**src/rtl/vcfg_pkg.sv**
```systemverilog
package vcfg_pkg;

  typedef struct packed {
    logic       vill;
    logic [2:0] vsew;
    logic [2:0] vlmul;
  } vtype_t;

  localparam logic [2:0] LMUL_DERIVE = 3'b000;

  // Register groups available for a stored multiplier code.
  function automatic logic [5:0] group_count(input logic [2:0] code);
    logic [5:0] n;
    case (code)
      3'd5:    n = 6'd16;
      3'd6:    n = 6'd8;
      3'd7:    n = 6'd4;
      default: n = 6'd32;
    endcase
    return n;
  endfunction

endpackage

```
**src/rtl/vcfg_lmul_derive.sv**
```systemverilog
module vcfg_lmul_derive
  import vcfg_pkg::*;
(
  input  logic [2:0] req_vsew,
  input  logic [2:0] req_vlmul,
  input  vtype_t     old_vtype,
  output logic       derive_req,
  output logic [2:0] eff_vlmul,
  output logic       derive_fault
);

  logic [4:0] sum;

  always_comb begin
    derive_req = (req_vlmul == LMUL_DERIVE);
    // Five-bit two's complement: the range is -7..14, so bits 4:3 flag out of range.
    sum = {2'b00, req_vsew} - {2'b00, old_vtype.vsew} + {2'b00, old_vtype.vlmul};
    if (derive_req) begin
      eff_vlmul    = sum[2:0];
      derive_fault = old_vtype.vill || (sum[4:3] != 2'b00);
    end else begin
      eff_vlmul    = req_vlmul;
      derive_fault = 1'b0;
    end
  end

endmodule

```
**src/rtl/vcfg_vlmax_calc.sv**
```systemverilog
module vcfg_vlmax_calc #(
  parameter int VLEN = 128,
  parameter int ELEN = 64,
  parameter int VLW  = $clog2(VLEN) + 1
) (
  input  logic [2:0]     vsew,
  input  logic [2:0]     vlmul,
  output logic           legal,
  output logic [VLW-1:0] vlmax
);

  localparam int             MAX_VSEW = $clog2(ELEN / 8);
  localparam logic [VLW-1:0] VLEN_V   = VLW'(VLEN);

  logic [VLW-1:0] base;
  logic           sew_ok;

  always_comb begin
    base = VLEN_V >> (4'd3 + {1'b0, vsew});
    if (vlmul[2]) vlmax = base << vlmul[1:0];
    else          vlmax = base >> (3'd4 - {1'b0, vlmul[1:0]});
    sew_ok = (int'(vsew) <= MAX_VSEW);
    legal  = sew_ok && (vlmax != '0);
  end

endmodule

```
**src/rtl/vcfg_state.sv**
```systemverilog
module vcfg_state
  import vcfg_pkg::*;
#(
  parameter int VLW = 8
) (
  input  logic           clk,
  input  logic           rst_n,
  input  logic           upd_en,
  input  logic [VLW-1:0] vl_d,
  input  vtype_t         vtype_d,
  output logic [VLW-1:0] vl_q,
  output vtype_t         vtype_q
);

  logic [VLW-1:0] vl_n;
  vtype_t         vtype_n;

  always_comb begin
    vl_n    = vl_q;
    vtype_n = vtype_q;
    if (upd_en) begin
      vl_n    = vl_d;
      vtype_n = vtype_d;
    end
  end

  always_ff @(posedge clk or negedge rst_n) begin
    if (!rst_n) begin
      vl_q    <= '0;
      vtype_q <= '{vill: 1'b1, vsew: 3'd0, vlmul: 3'd0};
    end else begin
      vl_q    <= vl_n;
      vtype_q <= vtype_n;
    end
  end

endmodule

```
**src/rtl/vcfg_unit.sv**
```systemverilog
module vcfg_unit
  import vcfg_pkg::*;
#(
  parameter int VLEN = 128,
  parameter int ELEN = 64,
  parameter int XLEN = 32,
  localparam int VLW = $clog2(VLEN) + 1
) (
  input  logic            clk,
  input  logic            rst_n,
  input  logic            cfg_valid,
  input  logic [2:0]      req_vsew,
  input  logic [2:0]      req_vlmul,
  input  logic [XLEN-1:0] req_avl,
  input  logic            rs1_is_x0,
  input  logic            rd_is_x0,
  output logic [XLEN-1:0] rd_wdata,
  output logic            cfg_trap,
  output logic [VLW-1:0]  vl_out,
  output logic            vtype_vill,
  output logic [2:0]      vtype_vsew,
  output logic [2:0]      vtype_vlmul,
  output logic [5:0]      reg_groups
);

  vtype_t         cur_vtype;
  vtype_t         new_vtype;
  logic [VLW-1:0] cur_vl;
  logic [VLW-1:0] new_vl;

  logic           derive_req;
  logic [2:0]     eff_vlmul;
  logic           derive_fault;

  logic           new_legal, cur_legal;
  logic [VLW-1:0] new_vlmax, cur_vlmax;
  logic [VLW-1:0] new_vlmax_eff, cur_vlmax_eff;
  logic [XLEN-1:0] avl_sel;
  logic           ratio_fault;
  logic           upd_en;

  vcfg_lmul_derive u_derive (
    .req_vsew    (req_vsew),
    .req_vlmul   (req_vlmul),
    .old_vtype   (cur_vtype),
    .derive_req  (derive_req),
    .eff_vlmul   (eff_vlmul),
    .derive_fault(derive_fault)
  );

  vcfg_vlmax_calc #(.VLEN(VLEN), .ELEN(ELEN), .VLW(VLW)) u_new_vlmax (
    .vsew (req_vsew),
    .vlmul(eff_vlmul),
    .legal(new_legal),
    .vlmax(new_vlmax)
  );

  vcfg_vlmax_calc #(.VLEN(VLEN), .ELEN(ELEN), .VLW(VLW)) u_cur_vlmax (
    .vsew (cur_vtype.vsew),
    .vlmul(cur_vtype.vlmul),
    .legal(cur_legal),
    .vlmax(cur_vlmax)
  );

  always_comb begin
    new_vlmax_eff = new_legal ? new_vlmax : '0;
    cur_vlmax_eff = (cur_legal && !cur_vtype.vill) ? cur_vlmax : '0;

    avl_sel = (rs1_is_x0 && rd_is_x0) ? XLEN'(cur_vl) : req_avl;

    if (!new_legal)
      new_vl = '0;
    else if (rs1_is_x0 && !rd_is_x0)
      new_vl = new_vlmax;
    else if (avl_sel < XLEN'(new_vlmax))
      new_vl = VLW'(avl_sel);
    else
      new_vl = new_vlmax;

    if (new_legal) new_vtype = '{vill: 1'b0, vsew: req_vsew, vlmul: eff_vlmul};
    else           new_vtype = '{vill: 1'b1, vsew: 3'd0, vlmul: 3'd0};

    ratio_fault = rs1_is_x0 && rd_is_x0 && (new_vlmax_eff != cur_vlmax_eff);
    cfg_trap    = cfg_valid && (derive_fault || ratio_fault);
    upd_en      = cfg_valid && !cfg_trap;
    rd_wdata    = XLEN'(new_vl);
  end

  vcfg_state #(.VLW(VLW)) u_state (
    .clk    (clk),
    .rst_n  (rst_n),
    .upd_en (upd_en),
    .vl_d   (new_vl),
    .vtype_d(new_vtype),
    .vl_q   (cur_vl),
    .vtype_q(cur_vtype)
  );

  assign vl_out      = cur_vl;
  assign vtype_vill  = cur_vtype.vill;
  assign vtype_vsew  = cur_vtype.vsew;
  assign vtype_vlmul = cur_vtype.vlmul;
  assign reg_groups  = group_count(cur_vtype.vlmul);

  // a trapping request leaves the architectural state untouched
  a_r10_trap_keeps_state: assert property (@(posedge clk) disable iff (!rst_n)
    (cfg_valid && cfg_trap) |=> ($stable(cur_vl) && $stable(cur_vtype)));

  // the illegal flag comes with all other fields cleared
  a_r5_vill_clears_fields: assert property (@(posedge clk) disable iff (!rst_n)
    cur_vtype.vill |-> (cur_vtype.vsew == 3'd0 && cur_vtype.vlmul == 3'd0 && cur_vl == '0));

  // the stored length never exceeds the stored VLMAX
  a_r2_vl_bounded: assert property (@(posedge clk) disable iff (!rst_n)
    !cur_vtype.vill |-> (cur_vl <= cur_vlmax));

  // the write-back length never exceeds a length given in a register
  a_r2_rd_le_avl: assert property (@(posedge clk) disable iff (!rst_n)
    (cfg_valid && !cfg_trap && !rs1_is_x0) |-> (rd_wdata <= req_avl));

  // derivation keeps the width-to-multiplier ratio
  a_r6_ratio_kept: assert property (@(posedge clk) disable iff (!rst_n)
    (cfg_valid && !cfg_trap && req_vlmul == LMUL_DERIVE) |=>
      (cur_vtype.vill ||
       ({1'b0, cur_vtype.vlmul} + $past({1'b0, cur_vtype.vsew}) ==
        {1'b0, cur_vtype.vsew} + $past({1'b0, cur_vtype.vlmul}))));

  // derivation on an illegal state always traps
  a_r7_trap_on_vill: assert property (@(posedge clk) disable iff (!rst_n)
    (cfg_valid && req_vlmul == LMUL_DERIVE && cur_vtype.vill) |-> cfg_trap);

  // a non-trapping x0/x0 request keeps the length
  a_r9_vl_kept: assert property (@(posedge clk) disable iff (!rst_n)
    (cfg_valid && !cfg_trap && rs1_is_x0 && rd_is_x0) |=> (cur_vl == $past(cur_vl)));

  // no trap without a request
  a_r10_no_idle_trap: assert property (@(posedge clk) disable iff (!rst_n)
    !cfg_valid |-> !cfg_trap);

endmodule

```
**config.mk**
```make
export PLATFORM = sky130hd
export DESIGN_NAME = vcfg_unit
export DESIGN_NICKNAME = d
export VERILOG_FILES = /design/src/rtl/vcfg_pkg.sv /design/src/rtl/vcfg_lmul_derive.sv /design/src/rtl/vcfg_vlmax_calc.sv /design/src/rtl/vcfg_state.sv /design/src/rtl/vcfg_unit.sv
export SDC_FILE = /design/constraint.sdc
export NUM_CORES = 1
export LEC_CHECK = 0
export ABC_CLOCK_PERIOD_IN_PS = 5600
export BUFFER_PORTS_ARGS = -buffer_cell sky130_fd_sc_hd__buf_2
export CAP_MARGIN = 20
export CORE_MARGIN = 3
export CORE_UTILIZATION = 40
export DETAILED_ROUTE_END_ITERATION = 7
export GPL_ROUTABILITY_DRIVEN = 0
export PLACE_DENSITY_LB_ADDON = 0.15
export SYNTH_ARGS = -nofsm -noshare
export SYNTH_HDL_FRONTEND = slang
export SYNTH_HIERARCHICAL = 1
export SYNTH_SLANG_ARGS = --single-unit
export TNS_END_PERCENT = 10
```
**constraint.sdc**
```tcl
create_clock -name clk -period 5.6 [get_ports clk]
set_input_delay 0.56 -clock clk [delete_from_list [all_inputs] [get_ports clk]]
set_output_delay 0.56 -clock clk [all_outputs]
set_load 0.005 [all_outputs]
```
## Yosys cells after proc, flatten, opt, wreduce, memory -nomap -nowiden

Index checks and enable logic that the tools add are counted.

| word-level totals | value |
|---|---|
| register bits after elaboration | 15 |
| output and inout port bits | 54 |
| word-level logic and storage cells | 52 |

| operators by class | value |
|---|---|
| $add $sub $neg | 6 |
| order comparisons | 3 |
| eq/ne operators | 4 |
| shifts and indexed selects | 6 |
| mux-type cells | 12 |
| reduce and logical (&&, ||, !) cells | 17 |

Operator list:

| cell | number |
|---|---|
| $mux W8 | 7 |
| $lt A32 B8 Y1 | 1 |
| $mux W32 | 1 |
| $pmux W6 S3 | 1 |
| $reduce_bool A8 Y1 | 2 |
| $shl A8 B2 Y8 | 2 |
| $shr A8 B3 Y8 | 2 |
| $shr A8 B4 Y8 const A | 2 |
| $eq A3 B3 Y1 const B | 3 |
| $add A2 B3 Y4 const A | 2 |
| $logic_and A1 B1 Y1 | 8 |
| $ne A8 B8 Y1 | 1 |
| $mux W7 | 1 |
| $le A3 B2 Y1 const B | 2 |
| $sub A3 B2 Y3 const A | 2 |
| $add A5 B3 Y5 | 1 |
| $sub A3 B3 Y4 | 1 |
| $logic_not A1 Y1 | 3 |
| $logic_not A3 Y1 | 1 |
| $mux W3 | 1 |
| $logic_or A1 B1 Y1 | 2 |
| $reduce_bool A2 Y1 | 1 |
| $mux W1 | 1 |

## Depth between registers and ports, before layout

Gate-level depths: netlist of run 1.

| depth | value |
|---|---|
| depth after elaboration | 15 |
| gate-level depth with buffers | 23 |

## By module

The synthesis of run 1 kept the hierarchy.

By module, submodules not included:

| module | times used | cells an instance | area an instance (µm²) | sequential area each (µm²) |
|---|---|---|---|---|
| vcfg_unit | 1 | 139 | 985.9 | 0.0 |
| vcfg_vlmax_calc | 2 | 66 | 470.5 | 0.0 |
| vcfg_state | 1 | 32 | 614.3 | 376.6 |
| vcfg_lmul_derive | 1 | 29 | 246.5 | 0.0 |

## Least setup slack after synthesis of run 1

OpenSTA, ideal clock, no wires.

| timing | value |
|---|---|
| path kind | in2reg |
| start point | in req_vsew[0] |
| end point | reg u_state.vl_q[0] |
| setup time | 0.125 ns |
| arrival time | 5.096 ns |
| path slack | 0.379 ns |
| cell stages on the path | 23 |
| buffers on the path | 4 |
| cells stage by stage | inv_1 > ha_1 > inv_1 > fa_1 > fa_1 > a21o_1 > clkbuf_1 > inv_1 > ha_1 > clkbuf_2 > and4bb_2 > nor3_1 > o2bb2ai_1 > nor4b_2 > a41oi_2 > nand2_1 > xor2_1 > nor4_1 > a31oi_1 > nor3b_1 > buf_6 > buf_12 > mux2_4 |

| between the ends | value |
|---|---|
| cells in the longest elaborated chain, start to end | 15 |
| elaborated cells between the ends (all ways) | 26 |
| those cells by class | 4 x add/sub; 2 x order compare; 1 x eq/ne; 3 x shift; 7 x mux; 9 x reduce/logical |

RTL lines:

| element | line | source |
|---|---|---|
| start: declaration | vcfg_unit.sv:12 | `input logic [2:0] req_vsew,` |
| $sub A3 B3 Y4 * | vcfg_lmul_derive.sv:17 | `sum = {2'b00, req_vsew} - {2'b00, old_vtype.vsew} + {2'b00, old_vtype.vlmul};` |
| $add A5 B3 Y5 * | vcfg_lmul_derive.sv:17 |  |
| $mux W3 * | vcfg_lmul_derive.sv:18 | `if (derive_req) begin` |
| net eff_vlmul[1] | vcfg_unit.sv:32 | `logic [2:0] eff_vlmul;` |
| $sub A3 B2 Y3 | vcfg_vlmax_calc.sv:21 | `else vlmax = base >> (3'd4 - {1'b0, vlmul[1:0]});` |
| $shr A8 B3 Y8 | vcfg_vlmax_calc.sv:21 |  |
| $mux W8 * | vcfg_vlmax_calc.sv:20 | `if (vlmul[2]) vlmax = base << vlmul[1:0];` |
| net new_vlmax[2] | vcfg_unit.sv:36 | `logic [VLW-1:0] new_vlmax, cur_vlmax;` |
| [... 2 more ...] | -- |  |
| net new_legal | vcfg_unit.sv:35 | `logic new_legal, cur_legal;` |
| $mux W8 * | vcfg_unit.sv:66 | `new_vlmax_eff = new_legal ? new_vlmax : '0;` |
| $ne A8 B8 Y1 * | vcfg_unit.sv:83 | `ratio_fault = rs1_is_x0 && rd_is_x0 && (new_vlmax_eff != cur_vlmax_eff);` |
| $logic_and A1 B1 Y1 * | vcfg_unit.sv:83 |  |
| $logic_or A1 B1 Y1 * | vcfg_unit.sv:84 | `cfg_trap = cfg_valid && (derive_fault \|\| ratio_fault);` |
| $logic_and A1 B1 Y1 * | vcfg_unit.sv:84 |  |
| $logic_not A1 Y1 * | vcfg_unit.sv:85 | `upd_en = cfg_valid && !cfg_trap;` |
| $logic_and A1 B1 Y1 * | vcfg_unit.sv:85 |  |
| net upd_en | vcfg_unit.sv:40 | `logic upd_en;` |
| end signal: assignment | vcfg_state.sv:32 | `vl_q <= vl_n;` |
| end: declaration | vcfg_state.sv:11 | `output logic [VLW-1:0] vl_q,` |

The timed path passes the listed nets; every way through them passes the cells marked *.
A chain may end at the register's enable or synchronous reset.

## Worst setup path after layout of run 1

| timing | value |
|---|---|
| start point | in req_vsew[0] |
| end point | out rd_wdata[1] |

| between the ends | value |
|---|---|
| cells in the longest elaborated chain, start to end | 10 |
| elaborated cells between the ends (all ways) | 16 |
| those cells by class | 4 x add/sub; 2 x order compare; 3 x shift; 5 x mux; 2 x reduce/logical |

RTL lines:

| element | line | source |
|---|---|---|
| $sub A3 B3 Y4 * | vcfg_lmul_derive.sv:17 |  |
| $add A5 B3 Y5 * | vcfg_lmul_derive.sv:17 |  |
| $mux W3 * | vcfg_lmul_derive.sv:18 |  |
| net eff_vlmul[1] | vcfg_unit.sv:32 |  |
| $sub A3 B2 Y3 | vcfg_vlmax_calc.sv:21 |  |
| $shr A8 B3 Y8 | vcfg_vlmax_calc.sv:21 |  |
| $mux W8 * | vcfg_vlmax_calc.sv:20 |  |
| net new_vlmax[4] | vcfg_unit.sv:36 |  |
| $lt A32 B8 Y1 | vcfg_unit.sv:75 | `else if (avl_sel < XLEN'(new_vlmax))` |
| $mux W8 | vcfg_unit.sv:75 |  |
| $mux W8 | vcfg_unit.sv:73 | `else if (rs1_is_x0 && !rd_is_x0)` |
| $mux W8 * | vcfg_unit.sv:71 | `if (!new_legal)` |
| end: declaration | vcfg_unit.sv:17 | `output logic [XLEN-1:0] rd_wdata,` |

Marks and branches as above.

==> results of run 1 <==
-- synthesized netlist by cell type, drive strengths merged (3+ instances only) --
master / n
buf: 37
inv: 26
nand2: 23
mux2: 22
ha: 15
o21ai: 15
dfrtp: 14
a21oi: 13
nor2: 12
nor4b: 12
xor2: 10
nand2b: 9
nor3: 9
nand3b: 8
a31oi: 7
and2: 7
clkbuf: 7
nor4: 7
a211oi: 6
a21o: 6
nor2b: 6
and4bb: 4
nand3: 4
nor4bb: 4
o2bb2ai: 4
and3: 3
mux2i: 3
nor3b: 3
o31ai: 3
-- state kept, by name (all words and copies together) (netlist names) --
signal           cells
u_state/vl_q         8
u_state/vtype_q      7
-- area by class of cell --
| cell class | instances | area share (%) |
|---|---|---|
| clock buffer | 3 | 1.253 |
| clock inverter | 1 | 0.1519 |
| inverter | 26 | 2.962 |
| multi-input combinational | 273 | 64.19 |
| sequential | 15 | 11.43 |
| tap | 93 | 3.532 |
| timing repair buffer | 94 | 16.48 |
-- through the flow --
| step | instances | worst slack [ps] | TNS (ps) | power (uW) |
|---|---|---|---|---|
| floorplan | 357 | 379.1 | 0 | 444.0 |
| global placement | 493 | 170.9 | 0 | 528.7 |
| detailed placement | 493 | 108.1 | 0 | 530.3 |
| CTS | 497 | 127.5 | 0 | 629.9 |
| global route | 505 | -21.53 | -42.84 | 700.5 |
| finish | 505 | 280.0 | 0 | 639.9 |
-- per-layer routing --
layer / share of wire [%] / routed length (microns)
met5: 0 / 0
met4: 0.61 / 44
met3: 4.4 / 316
met2: 49 / 3556
met1: 46 / 3283
-- kinds of logic after synthesis --
family | after synthesis | synth area share [%]
fa+ha+maj | 17 | 8.169
compound gates | 68 | 17.77
other cells | 1 | 0.1345
flops | 15 | 13.51
mux | 25 | 11.31
xor+xnor | 12 | 4.309
buf+inv | 70 | 15.31
simple gates | 124 | 29.49
-- timing repair --
item / CTS / global route
setup endpoints to repair: 0 / 23
resized for setup: 0 / 4
setup buffers: 0 / 7
-- critical path, delay by kind of cell --
kind,cells,cell delay (ps)
adders and majority gates,5,1540
and+or+nand+nor,4,880
AOI/OAI and AO/OA,5,760
buffers and inverters,7,710
muxes,1,310
-- placed cells by master (no fill, tap or decap), types with 4 or more instances in the layout --
cell / n
a211oi_2: 5
a21o_1: 6
a21oi_1: 12
a31oi_1: 7
and2_1: 6
and4bb_2: 4
buf_2: 70
buf_4: 23
conb_1: 26
dfrtp_1: 14
ha_1: 14
inv_1: 23
mux2_2: 11
mux2_4: 10
nand2_1: 22
nand2b_1: 9
nand3_1: 4
nand3b_1: 8
nor2_1: 12
nor2b_1: 6
nor3_1: 6
nor4_1: 6
nor4b_1: 8
nor4b_2: 4
nor4bb_1: 4
o21ai_0: 11
o21ai_1: 4
o2bb2ai_1: 4
xor2_1: 8
-- power by group --
part	total, uW	switching (uW)	internal, uW
Clock	96.4	46.9	49.5
Combinational	407	218	188
Sequential	137	15.3	122
-- worst paths after layout --
| path | start | endpoint | slack (ps) | cells past startpoint |
|---|---|---|---|---|
| min reg2reg | u_state/vl_q[7] | u_state/vl_q[7] | 530 | 1 |
| min | rst_n | u_state/vl_q[5] | 200 | 1 |
| max reg2reg | u_state/vtype_q[3] | u_state/vtype_q[3] | 580 | 20 |
| max | req_vsew[0] | rd_wdata[1] | 280 | 22 |
| max in group asynchronous | rst_n | u_state/vtype_q[6] | 5090 | 1 |
| min in group clk | u_state/vl_q[7] | u_state/vl_q[7] | 530 | 1 |
==> metrics.csv, run 1 <==
metric,value,unit
leak pwr,0.001513,uW
Final Max Slew Viols,0,
GRT met1 Usage,23.75,%
Nets,473,
Initial DRT Pass Iterations,4,
Port Buf Inserts,70,
worst hold slack,204.2,ps
met2 Track Usage GR,29.27,%
CP cell instances,buf_2 -> inv_1 -> ha_1 -> inv_1 -> fa_1 -> fa_1 -> a21o_1 -> inv_1 -> ha_4 -> or3_1 -> nor3_2 -> nand2_1 -> o31ai_1 -> inv_1 -> ha_1 -> a21oi_1 -> o221ai_1 -> a211oi_2 -> buf_4 -> and2_4 -> mux2i_1 -> buf_2,
async set or reset register ratio after synthesis,100.0,%
vias in the first global route,2395,
routed vias/inst,5.267,
Max Cap Violations,0,
starting DRC count in detailed routing,87,
DR vias,2660,
Hold WC Path Type,input port to asynchronous set/reset pin,
Syn Area/Cell,8.397,sq um
Startpoint Class,input port,
mapped cell area,2788,sq um
Post-DRT Antenna Nets,0,
crit end category,primary output,
die width,89.48,microns
minimum clock period,5320,ps
Setup Viol. Count Final,0,
utilization after layout,50.16,%
GR Overflow Total,0,
total die area,8007,sq um
#FFs+latches synth,15,
largest net degree at the start of global routing,23,
Slowest cell on crit path,fa_1,
"Seq/Total Area, Yosys",13.51,%
Yosys top cell by area,dfrtp_1,
initial antenna violation count,0,
Post-synth EDFFs,0,
# DRC,0,
post-synth cell types,65,
Final Routed Wirelength,7200,microns
Area Overhead vs Synth,18.18,%
antenna diode count,0,
crit-path max FO,8,
fin area,3294,sq um
# fillers,651,
top-area cell type share of the netlist area,12.57,%
WP data arrival,4760,ps
GR Util met3,2.488,%
first-pass GRT wire length,11250,microns
Yosys warning total,6,
Die H,89.48,microns
CTS root buf,clkbuf_8,
skew final,2.174,ps
CTS tree,built,
critical path class,input port to primary output,
row count,29,
HPWL reported at the end of detailed placement,5658,microns
Power per Cell Area,194.2,nW/um^2
GRT Total Usage,17.51,%
multi-input combinational cell area,2115,sq um
initial cell density of the core,42.45,%
"Reg clk slew, reported paths",70,ps
clk sinks,15,
cts bufs inserted,3,
synth top area cells,"dfrtp_1 13%, buf_4 8.1%, ha_1 6.7%",
Register Area,376.6,sq um
core area,6568,sq um
status,finished clean,
dominant synthesized flop cell,dfrtp_1,
f_max,188.0,MHz
deepest clock path buffer count,2,
"Top cell by count, worst path",inv_1,
htree depth,1,
CTS Hold Buffers Added,0,
"Largest stage delay, worst path",520,ps
dpl cell area,3164,sq um
global route hottest layer,met2,
average wire per standard cell,14.26,microns
crit share post-route,95.00,%
worst skew pair latency,260,ps
critical path required time,5040,ps
Peak VDD IR,0.00007587,V
Hold Fails Final Rpt,0,
IO Pins,97,
Mapped Cells,332,
share of cells above drive strength 1,36.41,%
No activity file was read; power rests on OpenSTA's default activity.
==> run 2: changes to the inputs <==
--- a/config.mk
+++ b/config.mk
@@ -12,7 +12,9 @@
 export CORE_UTILIZATION = 40
 export DETAILED_ROUTE_END_ITERATION = 7
 export GPL_ROUTABILITY_DRIVEN = 0
+export HOLD_SLACK_MARGIN = 0.05
 export PLACE_DENSITY_LB_ADDON = 0.15
+export RECOVER_POWER = 25
 export SYNTH_ARGS = -nofsm -noshare
 export SYNTH_HDL_FRONTEND = slang
 export SYNTH_HIERARCHICAL = 1
==> run 2 against run 1 <==
  * Highest routed layer unchanged
  * Die area unchanged
  * Final cell count unchanged
  * Sequential power about the same
  * Non-clock buffer count unchanged
  * Routed wire length about the same
  * Flip-flop and latch count unchanged
==> metrics.csv, run 2 (synthesized netlist as in run 1, its figures left out) <==
metric,value,unit,change
WP data arrival,4760,ps,about the same
row count,29,,unchanged
"Reg clk slew, reported paths",70,ps,about the same
cts bufs inserted,3,,unchanged
Power per Cell Area,194.3,nW/um^2,about the same
placed cells,493,,unchanged
Post-DRT Antenna Nets,0,,unchanged
Area Overhead vs Synth,18.13,%,about the same
Final Routed Wirelength,7203,microns,about the same
vias in the first global route,2395,,unchanged
"Largest stage delay, worst path",520,ps,about the same
R2R Setup Slk,580,ps,about the same
Peak VDD IR,0.00007588,V,about the same
Slowest cell on crit path,fa_1,,
Setup Viol. Count Final,0,,unchanged
critical path class,input port to primary output,,
Port Buf Inserts,70,,unchanged
initial antenna violation count,0,,unchanged
DP Worst Slack,108.1,ps,unchanged
CTS Hold Buffers Added,0,,unchanged
die width,89.48,microns,unchanged
Hold Fails Final Rpt,0,,unchanged
Max Cap Violations,0,,unchanged
Final Max Slew Viols,0,,unchanged
crit-path max FO,8,,unchanged
final setup TNS,0,ps,unchanged
Nets,473,,unchanged
GRT Total Usage,17.51,%,unchanged
average wire per standard cell,14.26,microns,about the same
status,finished clean,,
Finished Layout Cells,505,,unchanged
FF-to-FF Start,u_state/vtype_q[3],,
utilization after layout,50.14,%,about the same
"Top cell by count, worst path",inv_1,,
# DRC,0,,unchanged
crit end category,primary output,,
starting DRC count in detailed routing,87,,unchanged
RR Endpoint,u_state/vtype_q[3],,
initial cell density of the core,42.45,%,unchanged
core area,6568,sq um,unchanged
skew final,2.174,ps,unchanged
top flop regs,"u_state/vl_q: 8 flops, u_state/vtype_q: 7 flops",,
Hold WC Path Type,input port to asynchronous set/reset pin,,
slew of the pin with the lowest slew margin,884.0,ps,
Slew Limit Headroom,41.07,%,
critical path required time,5040,ps,about the same
DR vias,2660,,unchanged
CP cell instances,buf_2 -> inv_1 -> ha_1 -> inv_1 -> fa_1 -> fa_1 -> a21o_1 -> inv_1 -> ha_4 -> or3_1 -> nor3_2 -> nand2_1 -> o31ai_1 -> inv_1 -> ha_1 -> a21oi_1 -> o221ai_1 -> a211oi_2 -> buf_4 -> and2_4 -> mux2i_1 -> buf_2,,
IO Pins,97,,unchanged
routed vias/inst,5.267,,unchanged
GR Overflow Total,0,,unchanged
total die area,8007,sq um,unchanged
Largest register FFs,8,,unchanged
most frequent cells in the layout,"69 x buf_2, 26 x conb_1, 23 x inv_1, 23 x buf_4, 22 x nand2_1",,
Initial DRT Pass Iterations,4,,unchanged
Die H,89.48,microns,unchanged
crit share post-route,95.00,%,about the same
clk sinks,15,,unchanged
deepest clock path buffer count,2,,unchanged
f_max,188.0,MHz,about the same
HPWL reported at the end of detailed placement,5658,microns,unchanged
leak pwr,0.001510,uW,-0.18%
PnR worst setup slack,279.9,ps,-0.07400 ps
largest net degree at the start of global routing,23,,unchanged
most flop-heavy register,u_state/vl_q,,
CTS root buf,clkbuf_8,,
CTS tree,built,,
htree depth,1,,unchanged
first-pass GRT wire length,11250,microns,unchanged
minimum clock period,5320,ps,+0.07400 ps
Startpoint Class,input port,,
worst skew pair latency,260,ps,about the same
antenna diode count,0,,unchanged
R2R cell count,20,,unchanged
"commonest non-fill, non-tap cell in the layout",buf_2,,
share of cells above drive strength 1,36.17,%,-0.24 points
run 2: repair_timing:
item                       4_1_cts  5_1_grt
gates resized for setup          0        4
setup buffers                    0        7
setup endpoints to repair        0       23
run 2: worst max-delay path: cells and delay by family:
family                   cells  cell delay [ps]
AO/OA/AOI/OAI                5              760
adder cells (fa/ha/maj)      5             1540
buffers and inverters        7              710
multiplexers                 1              310
AND/OR/NAND/NOR              4              880
run 2: through the flow:
step           cell area (sq um)  hold slack, ps  power [uW]
2_1_floorplan               2882           264.4       444.0
3_3_place_gp                3164           500.2       528.7
3_5_place_dp                3164           497.9       530.3
4_1_cts                     3211           215.1       629.9
5_1_grt                     3293           460.2       700.4
6_report                    3293           392.0       639.9
run 2: cell type report:
type	instances	area, sq um
tap	93	116.4
multi-input combinational	273	2115
fill	652	3274
timing repair buffer	94	541.8
inverter	26	97.59
clock inverter	1	5.005
sequential	15	376.6
clock buffer	3	41.29
run 2: power by group:
group	leakage [uW]	switching, uW	internal (uW)
sequential	0.000203	15.3	122
clock	0.0000255	46.9	49.5
combinational	0.00128	218	188
total	0.00151	281	359
run 2: worst max path at each step:
stage | startpoint | to | slack, ps | cells past startpoint
after floorplan | req_vsew[0] | u_state/vl_q[0] | 380 | 23
after global placement | req_vsew[0] | rd_wdata[1] | 170 | 21
after detailed placement | req_vsew[0] | u_state/vl_q[7] | 110 | 21
after CTS | req_vsew[0] | cfg_trap | 130 | 20
after global routing | req_vsew[0] | rd_wdata[1] | -20 | 22
final | req_vsew[0] | rd_wdata[1] | 280 | 22
run 2: routing by layer:
metal / track usage [%] / wire [microns] / vias up
met5: 0 / 0 / -
met3: 2.488 / 316 / 6
li1: - / - / 1318
met4: 4.195 / 44 / 0
met2: 29.27 / 3559 / 67
met1: 23.75 / 3284 / 1269
